### src/rtl/ppc_pkg.sv
package ppc_pkg;
  // depth of the per-phase synchronizer
  localparam int unsigned SYNC_DEPTH = 2;
  // depth of the reset release synchronizer
  localparam int unsigned RST_DEPTH  = 2;
  // number of quadrants the phases are grouped into
  localparam int unsigned QUADS      = 4;
endpackage

### src/rtl/ppc_sync.sv
module ppc_sync #(
  parameter int unsigned W = 20
) (
  input  logic         clk,
  input  logic         rst_n,
  input  logic [W-1:0] d_in,
  output logic [W-1:0] q_out
);
  import ppc_pkg::*;

  logic [SYNC_DEPTH-1:0][W-1:0] stg_q;
  logic [SYNC_DEPTH-1:0][W-1:0] stg_d;

  always_comb begin
    stg_d[0] = d_in;
    for (int s = 1; s < SYNC_DEPTH; s++) stg_d[s] = stg_q[s-1];
  end

  always_ff @(posedge clk or negedge rst_n) begin
    if (!rst_n) stg_q <= '0;
    else        stg_q <= stg_d;
  end

  assign q_out = stg_q[SYNC_DEPTH-1];

  // cycles since reset, saturating at the synchronizer depth
  logic [1:0] warm_q;
  always_ff @(posedge clk or negedge rst_n) begin
    if (!rst_n)                        warm_q <= '0;
    else if (warm_q != 2'(SYNC_DEPTH)) warm_q <= warm_q + 2'd1;
  end

  assert_sync_latency_R2: assert property (@(posedge clk) disable iff (!rst_n)
    (warm_q == 2'(SYNC_DEPTH)) |-> (q_out == $past(d_in, SYNC_DEPTH)));
endmodule

### src/rtl/ppc_edge_det.sv
module ppc_edge_det #(
  parameter int unsigned W   = 20,
  parameter int unsigned DLY = 1
) (
  input  logic         clk,
  input  logic         rst_n,
  input  logic [W-1:0] lvl_in,
  output logic [W-1:0] pulse_out
);
  localparam int unsigned RUN_W = $clog2(DLY + 2);

  logic [DLY-1:0][W-1:0] dly_q;
  logic [DLY-1:0][W-1:0] dly_d;

  always_comb begin
    dly_d[0] = lvl_in;
    for (int s = 1; s < DLY; s++) dly_d[s] = dly_q[s-1];
  end

  always_ff @(posedge clk or negedge rst_n) begin
    if (!rst_n) dly_q <= '0;
    else        dly_q <= dly_d;
  end

  // high while the level is up but its delayed copy is still low
  assign pulse_out = lvl_in & ~dly_q[DLY-1];

  generate
    for (genvar b = 0; b < W; b++) begin : g_width_chk
      logic [RUN_W-1:0] run_q;
      always_ff @(posedge clk or negedge rst_n) begin
        if (!rst_n)            run_q <= '0;
        else if (!pulse_out[b]) run_q <= '0;
        else if (run_q != '1)   run_q <= run_q + 1'b1;
      end
      assert_pulse_max_R3: assert property (@(posedge clk) disable iff (!rst_n)
        pulse_out[b] |-> (run_q < RUN_W'(DLY)));
    end
  endgenerate
endmodule

### src/rtl/ppc_or_tree.sv
module ppc_or_tree #(
  parameter int unsigned SEGS = 5
) (
  input  logic                             clk,
  input  logic                             rst_n,
  input  logic [ppc_pkg::QUADS*SEGS-1:0]   pulses,
  output logic                             merged,
  output logic                             multi
);
  import ppc_pkg::*;
  localparam int unsigned N = QUADS * SEGS;

  logic [QUADS-1:0] quad_or;

  generate
    for (genvar g = 0; g < QUADS; g++) begin : g_quad
      assign quad_or[g] = |pulses[g*SEGS +: SEGS];
    end
  endgenerate

  assign merged = |quad_or;

  always_comb begin
    logic seen;
    seen  = 1'b0;
    multi = 1'b0;
    for (int i = 0; i < N; i++) begin
      if (pulses[i]) begin
        if (seen) multi = 1'b1;
        seen = 1'b1;
      end
    end
  end

  assert_multi_merged_R8: assert property (@(posedge clk) disable iff (!rst_n)
    multi |-> merged);
endmodule

### src/rtl/phase_pulse_combiner.sv
module phase_pulse_combiner #(
  parameter int unsigned SEGS       = 5,
  parameter int unsigned PULSE_CYC  = 1,
  parameter int unsigned EDGE_CNT_W = 16,
  parameter int unsigned OVL_CNT_W  = 8
) (
  input  logic                              clk,
  input  logic                              rst_n,
  input  logic [ppc_pkg::QUADS*SEGS-1:0]    phase_in,
  output logic                              mult_clk_out,
  output logic [EDGE_CNT_W-1:0]             edge_cnt,
  output logic [OVL_CNT_W-1:0]              overlap_cnt
);
  import ppc_pkg::*;
  localparam int unsigned NPH = QUADS * SEGS;
  localparam logic [OVL_CNT_W-1:0] OVL_MAX = '1;

  // reset: asserted asynchronously, released on a clock edge
  logic [RST_DEPTH-1:0] rst_pipe_q;
  logic                 rst_loc_n;
  always_ff @(posedge clk or negedge rst_n) begin
    if (!rst_n) rst_pipe_q <= '0;
    else        rst_pipe_q <= {rst_pipe_q[RST_DEPTH-2:0], 1'b1};
  end
  assign rst_loc_n = rst_pipe_q[RST_DEPTH-1];

  logic [NPH-1:0] lvl_sync;
  logic [NPH-1:0] pulses;
  logic           merged;
  logic           multi;

  ppc_sync #(.W(NPH)) u_sync (
    .clk(clk), .rst_n(rst_loc_n), .d_in(phase_in), .q_out(lvl_sync)
  );

  ppc_edge_det #(.W(NPH), .DLY(PULSE_CYC)) u_edge (
    .clk(clk), .rst_n(rst_loc_n), .lvl_in(lvl_sync), .pulse_out(pulses)
  );

  ppc_or_tree #(.SEGS(SEGS)) u_tree (
    .clk(clk), .rst_n(rst_loc_n), .pulses(pulses), .merged(merged), .multi(multi)
  );

  // next state
  logic                  out_q, out_d;
  logic [EDGE_CNT_W-1:0] edge_q, edge_d;
  logic                  edge_en;
  logic [OVL_CNT_W-1:0]  ovl_q, ovl_d;
  logic                  ovl_en;
  logic                  multi_q;

  always_comb begin
    out_d   = merged;
    edge_en = merged & ~out_q;
    edge_d  = edge_q + 1'b1;
    ovl_en  = multi & ~multi_q & (ovl_q != OVL_MAX);
    ovl_d   = ovl_q + 1'b1;
  end

  // registers
  always_ff @(posedge clk or negedge rst_loc_n) begin
    if (!rst_loc_n) begin
      out_q   <= 1'b0;
      multi_q <= 1'b0;
      edge_q  <= '0;
      ovl_q   <= '0;
    end else begin
      out_q   <= out_d;
      multi_q <= multi;
      if (edge_en) edge_q <= edge_d;
      if (ovl_en)  ovl_q  <= ovl_d;
    end
  end

  assign mult_clk_out = out_q;
  assign edge_cnt     = edge_q;
  assign overlap_cnt  = ovl_q;

  assert_edge_step_R7: assert property (@(posedge clk) disable iff (!rst_loc_n)
    $rose(mult_clk_out) |-> (edge_cnt == EDGE_CNT_W'($past(edge_cnt) + 1'b1)));

  assert_edge_hold_R7: assert property (@(posedge clk) disable iff (!rst_loc_n)
    !$rose(mult_clk_out) |-> $stable(edge_cnt));

  assert_ovl_unit_R8: assert property (@(posedge clk) disable iff (!rst_loc_n)
    (overlap_cnt != $past(overlap_cnt)) |-> (overlap_cnt == OVL_CNT_W'($past(overlap_cnt) + 1'b1)));

  assert_ovl_sat_R9: assert property (@(posedge clk) disable iff (!rst_loc_n)
    (overlap_cnt == OVL_MAX) |=> (overlap_cnt == OVL_MAX));

  assert_out_source_R5: assert property (@(posedge clk) disable iff (!rst_loc_n)
    mult_clk_out |-> $past(|pulses));
endmodule

### config.mk
export PLATFORM = sky130hd
export DESIGN_NAME = phase_pulse_combiner
export DESIGN_NICKNAME = d
export VERILOG_FILES = /design/src/rtl/ppc_pkg.sv /design/src/rtl/ppc_sync.sv /design/src/rtl/ppc_edge_det.sv /design/src/rtl/ppc_or_tree.sv /design/src/rtl/phase_pulse_combiner.sv
export SDC_FILE = /design/constraint.sdc
export NUM_CORES = 1
export LEC_CHECK = 0
export BUFFER_PORTS_ARGS = -buffer_cell sky130_fd_sc_hd__buf_2
export CAP_MARGIN = 20
export CORE_MARGIN = 2
export CORE_UTILIZATION = 62
export CTS_BUF_LIST = sky130_fd_sc_hd__clkbuf_8
export DETAILED_ROUTE_END_ITERATION = 6
export MAX_ROUTING_LAYER = met4
export PLACE_DENSITY = 0.89
export SYNTH_ARGS = -nofsm -noshare
export SYNTH_HDL_FRONTEND = slang
export SYNTH_SLANG_ARGS = --single-unit
### constraint.sdc
create_clock -name clk -period 7.6 [get_ports clk]
set_clock_uncertainty 0.2 [all_clocks]
set_input_delay 0.38 -clock clk [delete_from_list [all_inputs] [get_ports clk]]
set_output_delay 0.38 -clock clk [all_outputs]
set_load 0.01 [all_outputs]
---- After elaboration in Yosys (flattened, before gate mapping) ----
Cells that the tools add are included.
operators by class
  equality and inequality tests ........... 1
  add/sub/neg operators ................... 2
  shift operators ......................... 0
  mux-type cells .......................... 57
  reduce and logical (&&, ||, !) cells .... 1
  multiply operators ...................... 0
  bitwise logic cells ..................... 7
  magnitude comparators ................... 0
  divide/modulo/power cells ............... 0
operators by type and width
  operator                                                         number
  1-bit 2-to-1 mux                                                 57
  20-bit AND                                                       1
  20-bit inverter                                                  1
  20-bit OR reduction                                              1
  16-bit by 1-bit adder with 16-bit output, second input constant  1
  8-bit by 1-bit adder with 8-bit output, second input constant    1
  8-bit != test, second input constant                             1
  1-bit AND                                                        3
  1-bit inverter                                                   2
word-level totals
  bits in read-only memories .............. 0
  input port bits ......................... 22
  RAM bits ................................ 0
  flip-flop bits (word level) ............. 88
  word-level logic and storage cells ...... 76
  bits in latches ......................... 0
  memories ................................ 0

---- Logic depth before layout (Yosys ltp) ----
Gate-level depths: netlist (run 1).
  depth in word-level cells ............... 43
  gate-level depth with buffers ........... 8
  gate-level depth less buffers ........... 8

---- Modules after synthesis ----
From an unflattened synthesis (run 1), not the netlist that was laid out.
second synthesis, totals
  cells, all modules ...................... 208
  area total of the unflattened synthesis .. 3189.3 um2
by module, submodules not included
  module                sequential area each (um2)  area an instance (um2)  times used  cells each
  phase_pulse_combiner  700.7                       1198.6                  1           97
  ppc_sync              1001.0                      1001.0                  1           40
  ppc_edge_det          500.5                       775.7                   1           40
  ppc_or_tree           0.0                         214.0                   1           31

---- Worst setup path before layout (run 1) ----
No wires, ideal clock.
  path type ............................... register to register
  start point ............................. register u_sync.stg_q (netlist bit u_sync.q_out[1])
  end point ............................... register ovl_q[1] (netlist: overlap_cnt[1])
  path slack .............................. 5.273 ns
  buffers on the path ..................... 0
  data arrival time ....................... 2.002 ns
  stages on the path, launching flop included .. 8
  setup time .............................. 0.125 ns
  cell sequence ........................... dfrtp_1 > nor2b_1 > or3_4 > nor3_4 > a31oi_1 > a211oi_2 > a31oi_2 > mux2_4
between the ends
  cells in the longest elaborated chain, start to end .. 40
RTL lines
  what                        line                        RTL
  start: declaration          ppc_sync.sv:11              logic [SYNC_DEPTH-1:0][W-1:0] stg_q;
  start signal: assignment    ppc_sync.sv:21              else stg_q <= stg_d;
  20-bit AND (*)              ppc_edge_det.sv:26          assign pulse_out = lvl_in & ~dly_q[DLY-1];
  1-bit 2-to-1 mux            ppc_or_tree.sv:28           if (pulses[i]) begin
  1-bit 2-to-1 mux            ppc_or_tree.sv:29           if (seen) multi = 1'b1;
  1-bit 2-to-1 mux            ppc_or_tree.sv:28
  1-bit 2-to-1 mux            ppc_or_tree.sv:29
  1-bit 2-to-1 mux            ppc_or_tree.sv:28
  1-bit 2-to-1 mux            ppc_or_tree.sv:29
  1-bit 2-to-1 mux            ppc_or_tree.sv:28
  [23 not listed]             n/a
  1-bit 2-to-1 mux            ppc_or_tree.sv:28
  1-bit 2-to-1 mux            ppc_or_tree.sv:29
  1-bit 2-to-1 mux            ppc_or_tree.sv:28
  1-bit 2-to-1 mux            ppc_or_tree.sv:29
  1-bit 2-to-1 mux            ppc_or_tree.sv:28
  1-bit 2-to-1 mux            ppc_or_tree.sv:29
  1-bit 2-to-1 mux (*)        ppc_or_tree.sv:28
  1-bit AND (*) (2 in a row)  phase_pulse_combiner.sv:56  ovl_en = multi & ~multi_q & (ovl_q != OVL_MAX);
  end signal: assignment      phase_pulse_combiner.sv:71  if (ovl_en) ovl_q <= ovl_d;
  end: declaration            phase_pulse_combiner.sv:48  logic [OVL_CNT_W-1:0] ovl_q, ovl_d;
Mark *: on every way between the ends. The rest lies on a longest branch, timed or not.
A chain may end at the register's enable or synchronous reset.

---- Final worst setup path (run 1) ----
  start point ............................. register u_sync.stg_q (netlist bit u_sync.q_out[8])
  end point ............................... register ovl_q[1] (netlist: overlap_cnt[1])
between the ends
  cells in the longest elaborated chain, start to end .. 26
RTL lines
  what                        line
  20-bit AND (*)              ppc_edge_det.sv:26
  1-bit 2-to-1 mux            ppc_or_tree.sv:28
  1-bit 2-to-1 mux            ppc_or_tree.sv:29
  1-bit 2-to-1 mux            ppc_or_tree.sv:28
  1-bit 2-to-1 mux            ppc_or_tree.sv:29
  1-bit 2-to-1 mux            ppc_or_tree.sv:28
  1-bit 2-to-1 mux            ppc_or_tree.sv:29
  1-bit 2-to-1 mux            ppc_or_tree.sv:28
  [9 not listed]              n/a
  1-bit 2-to-1 mux            ppc_or_tree.sv:28
  1-bit 2-to-1 mux            ppc_or_tree.sv:29
  1-bit 2-to-1 mux            ppc_or_tree.sv:28
  1-bit 2-to-1 mux            ppc_or_tree.sv:29
  1-bit 2-to-1 mux            ppc_or_tree.sv:28
  1-bit 2-to-1 mux            ppc_or_tree.sv:29
  1-bit 2-to-1 mux (*)        ppc_or_tree.sv:28
  1-bit AND (*) (2 in a row)  phase_pulse_combiner.sv:56
Marked as above.

==> results of run 1 <==
==> synth_stat cells, drive strengths merged, types with 2 or more instances <==
| library cell | count | share of area (%) |
|---|---|---|
| nor3b | 3 | 0.73 |
| a31oi | 3 | 0.82 |
| xor2 | 6 | 1.7 |
| dfrtp | 88 | 72 |
| nor3 | 4 | 1.3 |
| mux2 | 2 | 0.86 |
| or3 | 2 | 0.57 |
| o21ai | 2 | 0.33 |
| nand4 | 10 | 2.2 |
| inv | 3 | 0.37 |
| ha | 2 | 0.82 |
| nor2 | 9 | 1.2 |
| nand2 | 9 | 1.1 |
| nand3 | 7 | 1.1 |
| nand2b | 8 | 1.6 |
| maj3 | 2 | 0.65 |
| nor2b | 12 | 2.5 |
| or2 | 2 | 0.41 |
| a21oi | 2 | 0.33 |
| and3 | 4 | 0.82 |
| xnor2 | 16 | 4.6 |
==> state kept, by name, indices dropped and copies added (netlist names) <==
| name | count |
|---|---|
| mult_clk_out | 1 |
| overlap_cnt | 8 |
| u_edge.dly_q | 20 |
| edge_cnt | 16 |
| u_sync.q_out | 20 |
| u_sync.stg_d | 20 |
| rst_pipe_q | 2 |
| multi_q | 1 |
==> metal layers <==
layer | global-route usage (%) | routed length [um]
met2 | 34.7 | 2580
met4 | 7.74 | 88
met1 | 25.1 | 2160
met5 | - | 0
met3 | 8.81 | 209
==> power groups by stage <==
stage | Sequential (uW) | Clock, uW | Combinational (uW)
after floorplan | 528 | 0 | 36.0
after global placement | 528 | 0 | 58.3
after detailed placement | 531 | 0 | 60.9
after CTS | 522 | 310 | 69.3
after global routing | 521 | 335 | 85.9
final | 517 | 301 | 75.8
==> final timing paths <==
path	from	endpoint	slack [ns]
worst max-delay path	u_sync.q_out[8]	overlap_cnt[1]	4.97
worst min-delay path	rst_pipe_q[1]	edge_cnt[3]	0.07
worst max register to register	u_sync.q_out[8]	overlap_cnt[1]	4.97
worst min register to register	rst_pipe_q[1]	edge_cnt[3]	0.07
max in group asynchronous	rst_pipe_q[1]	u_sync.stg_d[32]	6.55
min in group clk	u_sync.stg_d[35]	u_sync.q_out[15]	0.15
==> area by class of cell <==
cell class	count	area (sq um)
Clock buffer	9	124
Timing Repair Buffer	68	468
Sequential cell	88	2210
Inverter	3	11.3
Fill cell	283	942
Multi-Input combinational cell	118	855
Clock inverter	7	65.1
Tap cell	67	83.8
==> metrics by stage <==
step	std cells	instance area [sq um]
2_1_floorplan	209	3070
3_3_place_gp	322	3390
3_5_place_dp	322	3390
4_1_cts	359	3780
5_1_grt	360	3810
6_report	360	3810
==> cell families (layout without fill, tap and decap cells) <==
group	Yosys count	count (layout)	share of synthesized area [%]
compound gates	16	16	4.49
xor+xnor	22	22	6.28
fa+ha+maj	4	4	1.47
buf+inv	3	87	0.367
flops	88	88	71.8
mux	2	2	0.856
other cells	1	1	0.122
simple gates	73	73	14.6
==> critical path, stage by stage (launching register included) <==
cell	delay [ns]
dfrtp_1	0.40
nor2b_2	0.17
and4bb_1	0.36
nand2_1	0.09
o32ai_1	0.28
nor3b_1	0.39
a31oi_2	0.28
mux2_4	0.35
==> timing repair <==
action                                 in CTS  in global routing
resized for setup                           0                  0
endpoints found under the hold margin      22                  0
hold buffers                               21                  0
==> flow_metrics.py, run 1 <==
metrics = {
    "status": {
        "status": "complete, no violations",
    },
    "die": {
        "dieArea_sq_um": 5530,
        "die_w_um": 74.3,
        "core_area_sq_um": 4750,
        "die_h_um": 74.3,
        "ioPinCount": 47,
        "start_util_pct": 64.5,
        "rows": 25,
    },
    "finish": {
        "syn_to_final_growth_pct": 24.3,
        "final_common_cell": "dfrtp_1",
        "antennaDiodeCount": 0,
        "nets": 312,
        "final_core_util_pct": 80.2,
        "layout-drive-gt1-share_pct": 25.9,
        "final_cell_mix": "dfrtp_1, buf_2, dlygate4sd3_1, xnor2_1, nor2b_1",
    },
    "grt": {
        "grt_pass1_wl_mm": 8.27,
        "grt_max_degree": 87,
        "grt_pass1_vias": 1821,
        "grt.overflow.total": 0,
        "grt.total_usage_pct": 21.7,
        "antenna_found_initial": 0,
    },
    "pwr": {
        "p_sw_share_pct": 23.9,
        "p_comb_share_pct": 8.5,
        "p_seq_share_pct": 57.8,
        "p_leak_uw": 0.00177,
        "ir_drop_mv": 0.217,
        "p_int_uw": 680,
        "total_power_uw": 894,
        "power.density_nw_per_um2": 234,
        "switching_power_uw": 214,
        "p_clk_share_pct": 33.7,
    },
    "clock_tree": {
        "postCtsSetupBuffers": 0,
        "cts_tree": "yes",
        "clk_pin_slew_ns": 0.08,
        "htreeDepth": 3,
        "cts_sinks": 88,
        "cts_buffers": 9,
        "worstSkewPairLatency_ns": 0.35,
        "root_buffer": "clkbuf_8",
        "cts_buffer_depth": 2,
    },
    "routing": {
        "drc": 0,
        "detail_route.first_pass.iterations": 4,
        "ant_nets": 0,
        "drt_iter0_drc": 146,
        "via_count": 1816,
        "drt-total-wl_mm": 5.04,
        "vias_per_cell": 5.04,
        "wl_per_cell_um": 14.0,
    },
    "worst_setup_path": {
        "critPathMaxFanout": 8,
        "cp_data_required_time_ns": 7.64,
        "cp-end-kind": "flip-flop",
        "cp.arrival_ns": 2.67,
        "start_kind": "flip-flop",
        "crit_type": "flip-flop to flip-flop",
        "worstRegToRegCells": 7,
    },
    "yosys": {
        "ys.warnings.count": 0,
        "ys_types": 43,
        "syn_nets": 233,
        "ys_async_sr_fraction_pct": 100,
        "ys_seq_area_share_pct": 71.8,
        "synth-seq-cells": 88,
        "syn_area_sq_um": 3070,
        "synth_flop_cell": "dfrtp_1",
        "syn_inst": 209,
        "synth-edff-count": 0,
        "avgSynthCellArea_sq_um": 14.7,
    },
    "timing": {
        "fmax_mhz": 380,
        "fin_tns_setup_ns": 0,
        "holdWs_ns": 0.0662,
        "rsz0062_at_grt": "false",
        "hold_violations": 0,
        "finalCriticalPeriod_ns": 2.63,
        "fin_crit_sh_pct": 34.6,
        "setup_viol": 0,
        "worst_slack_ns": 4.97,
        "slew_viol_final": 0,
    },
    "place": {
        "pre_cts_ws_ns": 5.04,
        "portBuffers": 46,
        "hpwl_mm": 3.12,
        "globalplace.congestion": 0.773,
    },
    "hold_path": {
        "hold_path.class": "flip-flop to asynchronous set/reset pin",
    },
    "run": {
        "max_cap_viol_count": 0,
    },
}
Power figures use the tool's default switching activity.
==> run 2, diff against run 1 <==
--- a/config.mk
+++ b/config.mk
@@ -8,11 +8,11 @@
 export BUFFER_PORTS_ARGS = -buffer_cell sky130_fd_sc_hd__buf_2
 export CAP_MARGIN = 20
 export CORE_MARGIN = 2
-export CORE_UTILIZATION = 62
+export CORE_UTILIZATION = 58
 export CTS_BUF_LIST = sky130_fd_sc_hd__clkbuf_8
 export DETAILED_ROUTE_END_ITERATION = 6
 export MAX_ROUTING_LAYER = met4
-export PLACE_DENSITY = 0.89
+export PLACE_DENSITY = 0.84
 export SYNTH_ARGS = -nofsm -noshare
 export SYNTH_HDL_FRONTEND = slang
 export SYNTH_SLANG_ARGS = --single-unit
==> constraint.sdc (replaced) <==
create_clock -name clk -period 2.6 [get_ports clk]
set_clock_uncertainty 0.2 [all_clocks]
set_input_delay 0.13 -clock clk [delete_from_list [all_inputs] [get_ports clk]]
set_output_delay 0.13 -clock clk [all_outputs]
set_load 0.01 [all_outputs]
==> run 2 against run 1 <==
Against the previous run:
- global-route usage fell by 1.7 points
- setup slack got worse by 4.9 ns
- register-to-register slack got worse by 4.9 ns
- sequential power rose to 2.9 times the previous value
- clock power rose to 3.2 times the previous value
- critical path depth did not move
- maximum frequency rose by 4.7%
- critical path type unchanged
- highest routed layer unchanged
==> flow_metrics.py, run 2 (synthesis results as in run 1) <==
metrics = {
    "status": {
        "status": "complete, no violations",
    },
    "routing": {
        "drt_iter0_drc": 107,
        "vias_per_cell": 5.07,
        "via_count": 1867,
        "drt-total-wl_mm": 5.13,
        "wl_per_cell_um": 13.9,
        "drc": 0,
        "ant_nets": 0,
        "detail_route.first_pass.iterations": 4,
    },
    "finish": {
        "syn_to_final_growth_pct": 26.7,
        "final_cell_mix": "dfrtp_1, buf_2, dlygate4sd3_1, xnor2_1",
        "antennaDiodeCount": 0,
        "fin_area_sq_um": 3890,
        "nets": 317,
        "final_common_cell": "dfrtp_1",
        "layout-drive-gt1-share_pct": 27.5,
        "final_cells": 368,
    },
    "die": {
        "core_area_sq_um": 5110,
        "start_util_pct": 60.1,
        "ioPinCount": 47,
        "dieArea_sq_um": 5890,
        "die_h_um": 76.7,
        "rows": 26,
        "die_w_um": 76.7,
    },
    "worst_setup_path": {
        "crit_type": "flip-flop to flip-flop",
        "cp-end-kind": "flip-flop",
        "cpLargestDelayFamily": "simple AND/OR/NAND/NOR gates",
        "slowest_stage": "dfrtp_1",
        "crit_buf_inv": 0,
        "r2r-end": "overlap_cnt[1]",
        "path_depth": 7,
        "cp.arrival_ns": 2.55,
        "cp_data_required_time_ns": 2.64,
        "slowest_delay_ns": 0.39,
        "start_kind": "flip-flop",
        "worstReg2RegStart": "u_sync.q_out[12]",
        "critPathMaxFanout": 8,
        "cp_cell_sequence": "nor2b_1 -> nor3_1 -> and4b_1 -> a31oi_1 -> a211oi_4 -> a31oi_4 -> mux2_4",
        "r2r_slack_ns": 0.09,
        "worstRegToRegCells": 7,
    },
    "timing": {
        "fin_crit_sh_pct": 96.5,
        "worst_slack_ns": 0.0900,
        "finalCriticalPeriod_ns": 2.51,
        "fmax_mhz": 398,
        "hold_violations": 0,
        "setup_viol": 0,
        "slew_viol_final": 0,
    },
    "pwr": {
        "ir_drop_mv": 0.418,
        "p_leak_uw": 0.00181,
        "total_power_uw": 2700,
        "power.density_nw_per_um2": 695,
    },
    "place": {
        "dp.cells": 328,
        "pre_cts_ws_ns": 0.0917,
        "placed_area_sq_um": 3420,
        "globalplace.congestion": 0.904,
        "portBuffers": 46,
        "hpwl_mm": 3.25,
    },
    "clock_tree": {
        "cts_buffers": 9,
        "htreeDepth": 3,
        "root_buffer": "clkbuf_8",
        "clk_pin_slew_ns": 0.09,
        "cts_sinks": 88,
        "cts_buffer_depth": 2,
        "cts_tree": "yes",
        "worstSkewPairLatency_ns": 0.36,
    },
    "grt": {
        "grt_pass1_wl_mm": 8.67,
        "grt.total_usage_pct": 20.0,
        "antenna_found_initial": 0,
        "grt_max_degree": 52,
        "grt.overflow.total": 0,
        "grt_pass1_vias": 1879,
    },
    "run": {
        "max_cap_viol_count": 0,
    },
    "hold_path": {
        "hold_path.class": "flip-flop to asynchronous set/reset pin",
    },
}
==> run 2: cell types whose count changed in the layout (fill, tap and decap cells not counted), sizes merged <==
cell,previous run,this run
buf,47,51
clkbuf,9,11
clkinvlp,3,1
dlygate4sd3,21,22
==> run 2: how the worst max path moves through the flow <==
stage                           endpoint  slack [ns]              from
after floorplan           overlap_cnt[1]        0.27   u_sync.q_out[1]
after global placement    overlap_cnt[1]        0.20   u_sync.q_out[5]
after detailed placement  overlap_cnt[1]        0.09   u_sync.q_out[8]
after CTS                 overlap_cnt[1]        0.09   u_sync.q_out[8]
after global routing      overlap_cnt[1]       -0.08  u_sync.q_out[12]
final                     overlap_cnt[1]        0.09  u_sync.q_out[12]
==> run 2: area by class of cell <==
cell class / count / area, sq um
well taps: 70 / 87.6
repair buffers: 73 / 500
fillers: 329 / 1220
clock inverters: 5 / 55.1
clock buffers: 11 / 151
inverters: 3 / 11.3
flip-flops and latches: 88 / 2210
multi-input cells: 118 / 876
==> run 2: report_power, final <==
part | internal, uW | leakage [uW] | switching [uW]
combinational | 117 | 0.000633 | 114
sequential | 1440 | 0.00106 | 67.9
clock | 495 | 0.000107 | 466
==> run 2: through the flow <==
step                util (%)  hold WS, ns  TNS (ns)
floorplan                  -       -0.366         0
global placement        67.1       -0.281         0
detailed placement      67.1       -0.281         0
CTS                     75.4        0.103         0
global route            76.1        0.123    -0.165
finish                  76.1       0.0785         0
==> run 2: layer usage <==
metal  up-vias  wire, um  GRT usage [%]  part of all wire, %
met4         0        78           8.18                  1.5
met5         -         0              -                    0
met3         7       190           6.12                  3.7
met1       932      2300           24.2                   45
li1        889         -              -                    -
met2        39      2560           31.8                   50
==> run 2: repair_timing <==
item	in CTS	in global routing
gates resized for setup	0	3
setup endpoints to repair	0	8
buffers inserted	0	2
hold buffers	22	0
hold endpoints to repair	22	0
==> run 3, diff against run 2 <==
--- a/config.mk
+++ b/config.mk
@@ -13,6 +13,7 @@
 export DETAILED_ROUTE_END_ITERATION = 6
 export MAX_ROUTING_LAYER = met4
 export PLACE_DENSITY = 0.84
+export SETUP_SLACK_MARGIN = 0.1
 export SYNTH_ARGS = -nofsm -noshare
 export SYNTH_HDL_FRONTEND = slang
 export SYNTH_SLANG_ARGS = --single-unit
==> run 3 against run 2 <==
Against the previous run:
- first-iteration DRC count shrank 24%
- final area grew 1.2%
- global-route usage shrank 0.13 points
- non-clock buffer count grew 1
- combinational power grew 4%
- worst hold slack gained 0.00076 ns
- sequential power is essentially flat
- power grew 0.19%
- largest cell class unchanged
==> flow_metrics.py, run 3 (synthesis results as in run 1) <==
metrics = {
    "status": {
        "status": "complete, no violations",
    },
    "pwr": {
        "power.density_nw_per_um2": 688,
        "total_power_uw": 2710,
        "p_leak_uw": 0.00182,
        "ir_drop_mv": 0.419,
    },
    "finish": {
        "final_common_cell": "dfrtp_1",
        "nets": 318,
        "syn_to_final_growth_pct": 28.2,
        "layout-drive-gt1-share_pct": 30.8,
        "antennaDiodeCount": 0,
        "final_cell_mix": "dfrtp_1, buf_2, dlygate4sd3_1, xnor2_1, clkbuf_8",
    },
    "grt": {
        "met3_usage_pct": 6.12,
        "grtUsageMet2_pct": 31.8,
        "grt_pass1_wl_mm": 8.60,
        "grt_pass1_vias": 1881,
        "grt.overflow.total": 0,
        "grt.total_usage_pct": 19.9,
        "grt.busiest_layer": "met2",
        "grtUsageMet1_pct": 23.8,
        "grt_max_degree": 52,
        "antenna_found_initial": 0,
    },
    "routing": {
        "drt-total-wl_mm": 5.15,
        "drt_iter0_drc": 81,
        "via_count": 1875,
        "ant_nets": 0,
        "wl_per_cell_um": 13.9,
        "detail_route.first_pass.iterations": 4,
        "vias_per_cell": 5.08,
        "drc": 0,
    },
    "die": {
        "die_h_um": 76.7,
        "core_area_sq_um": 5110,
        "die_w_um": 76.7,
        "dieArea_sq_um": 5890,
        "start_util_pct": 60.1,
        "ioPinCount": 47,
        "rows": 26,
    },
    "clock_tree": {
        "cts_tree": "yes",
        "clk_pin_slew_ns": 0.09,
        "root_buffer": "clkbuf_8",
        "worstSkewPairLatency_ns": 0.35,
        "cts_buffer_depth": 2,
        "htreeDepth": 3,
        "cts_buffers": 9,
        "cts_sinks": 88,
    },
    "place": {
        "portBuffers": 46,
        "hpwl_mm": 3.25,
        "globalplace.congestion": 0.904,
    },
    "worst_setup_path": {
        "start_kind": "flip-flop",
        "cp_data_required_time_ns": 2.64,
        "cp.arrival_ns": 2.47,
        "critPathMaxFanout": 8,
        "cp-end-kind": "flip-flop",
        "crit_type": "flip-flop to flip-flop",
    },
    "timing": {
        "setup_viol": 0,
        "fmax_mhz": 410,
        "rsz0062_at_grt": "true",
        "hold_violations": 0,
        "fin_tns_setup_ns": 0,
        "finalCriticalPeriod_ns": 2.44,
        "fin_crit_sh_pct": 93.7,
        "slew_viol_final": 0,
    },
    "run": {
        "max_cap_viol_count": 0,
    },
    "hold_path": {
        "hold_path.class": "flip-flop to asynchronous set/reset pin",
    },
}
[run 3: per-layer routing]
metal	up-vias	part of all wire, %
met5	-	0
met4	0	1.1
met3	6	3.5
met2	37	51
met1	936	45
li1	896	-
[run 3: power by group]
part | internal [uW] | total [uW] | leakage [uW] | switching, uW
Sequential | 1440 | 1510 | 0.00106 | 68.6
Clock | 495 | 956 | 0.000107 | 461
Combinational | 122 | 240 | 0.000644 | 118
Total | 2060 | 2710 | 0.00182 | 648
[run 3: layout make-up]
type	instances	area (sq um)
multi-input combinational	118	915
fill	323	1170
sequential	88	2210
timing repair buffer	74	508
clock inverter	5	55.1
inverter	3	11.3
tap	70	87.6
clock buffer	11	151
[run 3: path summary, 6_finish.rpt]
| check | endpoint | cells past startpoint | slack, ns | startpoint |
|---|---|---|---|---|
| setup / recovery | overlap_cnt[1] | 7 | 0.16 | u_sync.q_out[9] |
| hold / removal | edge_cnt[3] | 0 | 0.08 | rst_pipe_q[1] |
| setup reg to reg | overlap_cnt[1] | 7 | 0.16 | u_sync.q_out[9] |
| hold reg to reg | edge_cnt[3] | 0 | 0.08 | rst_pipe_q[1] |
| max in group asynchronous | u_edge.dly_q[9] | 1 | 1.52 | rst_pipe_q[1] |
| min in group clk | u_sync.q_out[10] | 0 | 0.15 | u_sync.stg_d[30] |
[run 3: timing repair]
item	4_1_cts	5_1_grt
endpoints found under the setup margin	1	9
hold buffers	22	0
setup buffers	0	3
endpoints found under the hold margin	22	0
resized for setup	1	13
cloned	0	0
pin swaps	0	6
[run 3: per-stage QoR]
stage	utilization, %	cell area, sq um	cells	setup WS, ns	hold slack [ns]
after floorplan	-	3070	209	0.273	-0.366
after global placement	67.1	3420	328	0.195	-0.281
after detailed placement	67.1	3420	328	0.0917	-0.281
after CTS	75.5	3860	366	0.120	0.103
after global routing	77.0	3930	369	0.0553	0.123
final	77.0	3930	369	0.164	0.0793
[run 3: critical path: stages, from the launching register on]
cell,delay [ns]
dfrtp_1,0.39
nor2b_2,0.17
and4bb_2,0.34
and4b_2,0.31
a31oi_2,0.12
a211oi_4,0.29
a31oi_4,0.18
mux2_4,0.33
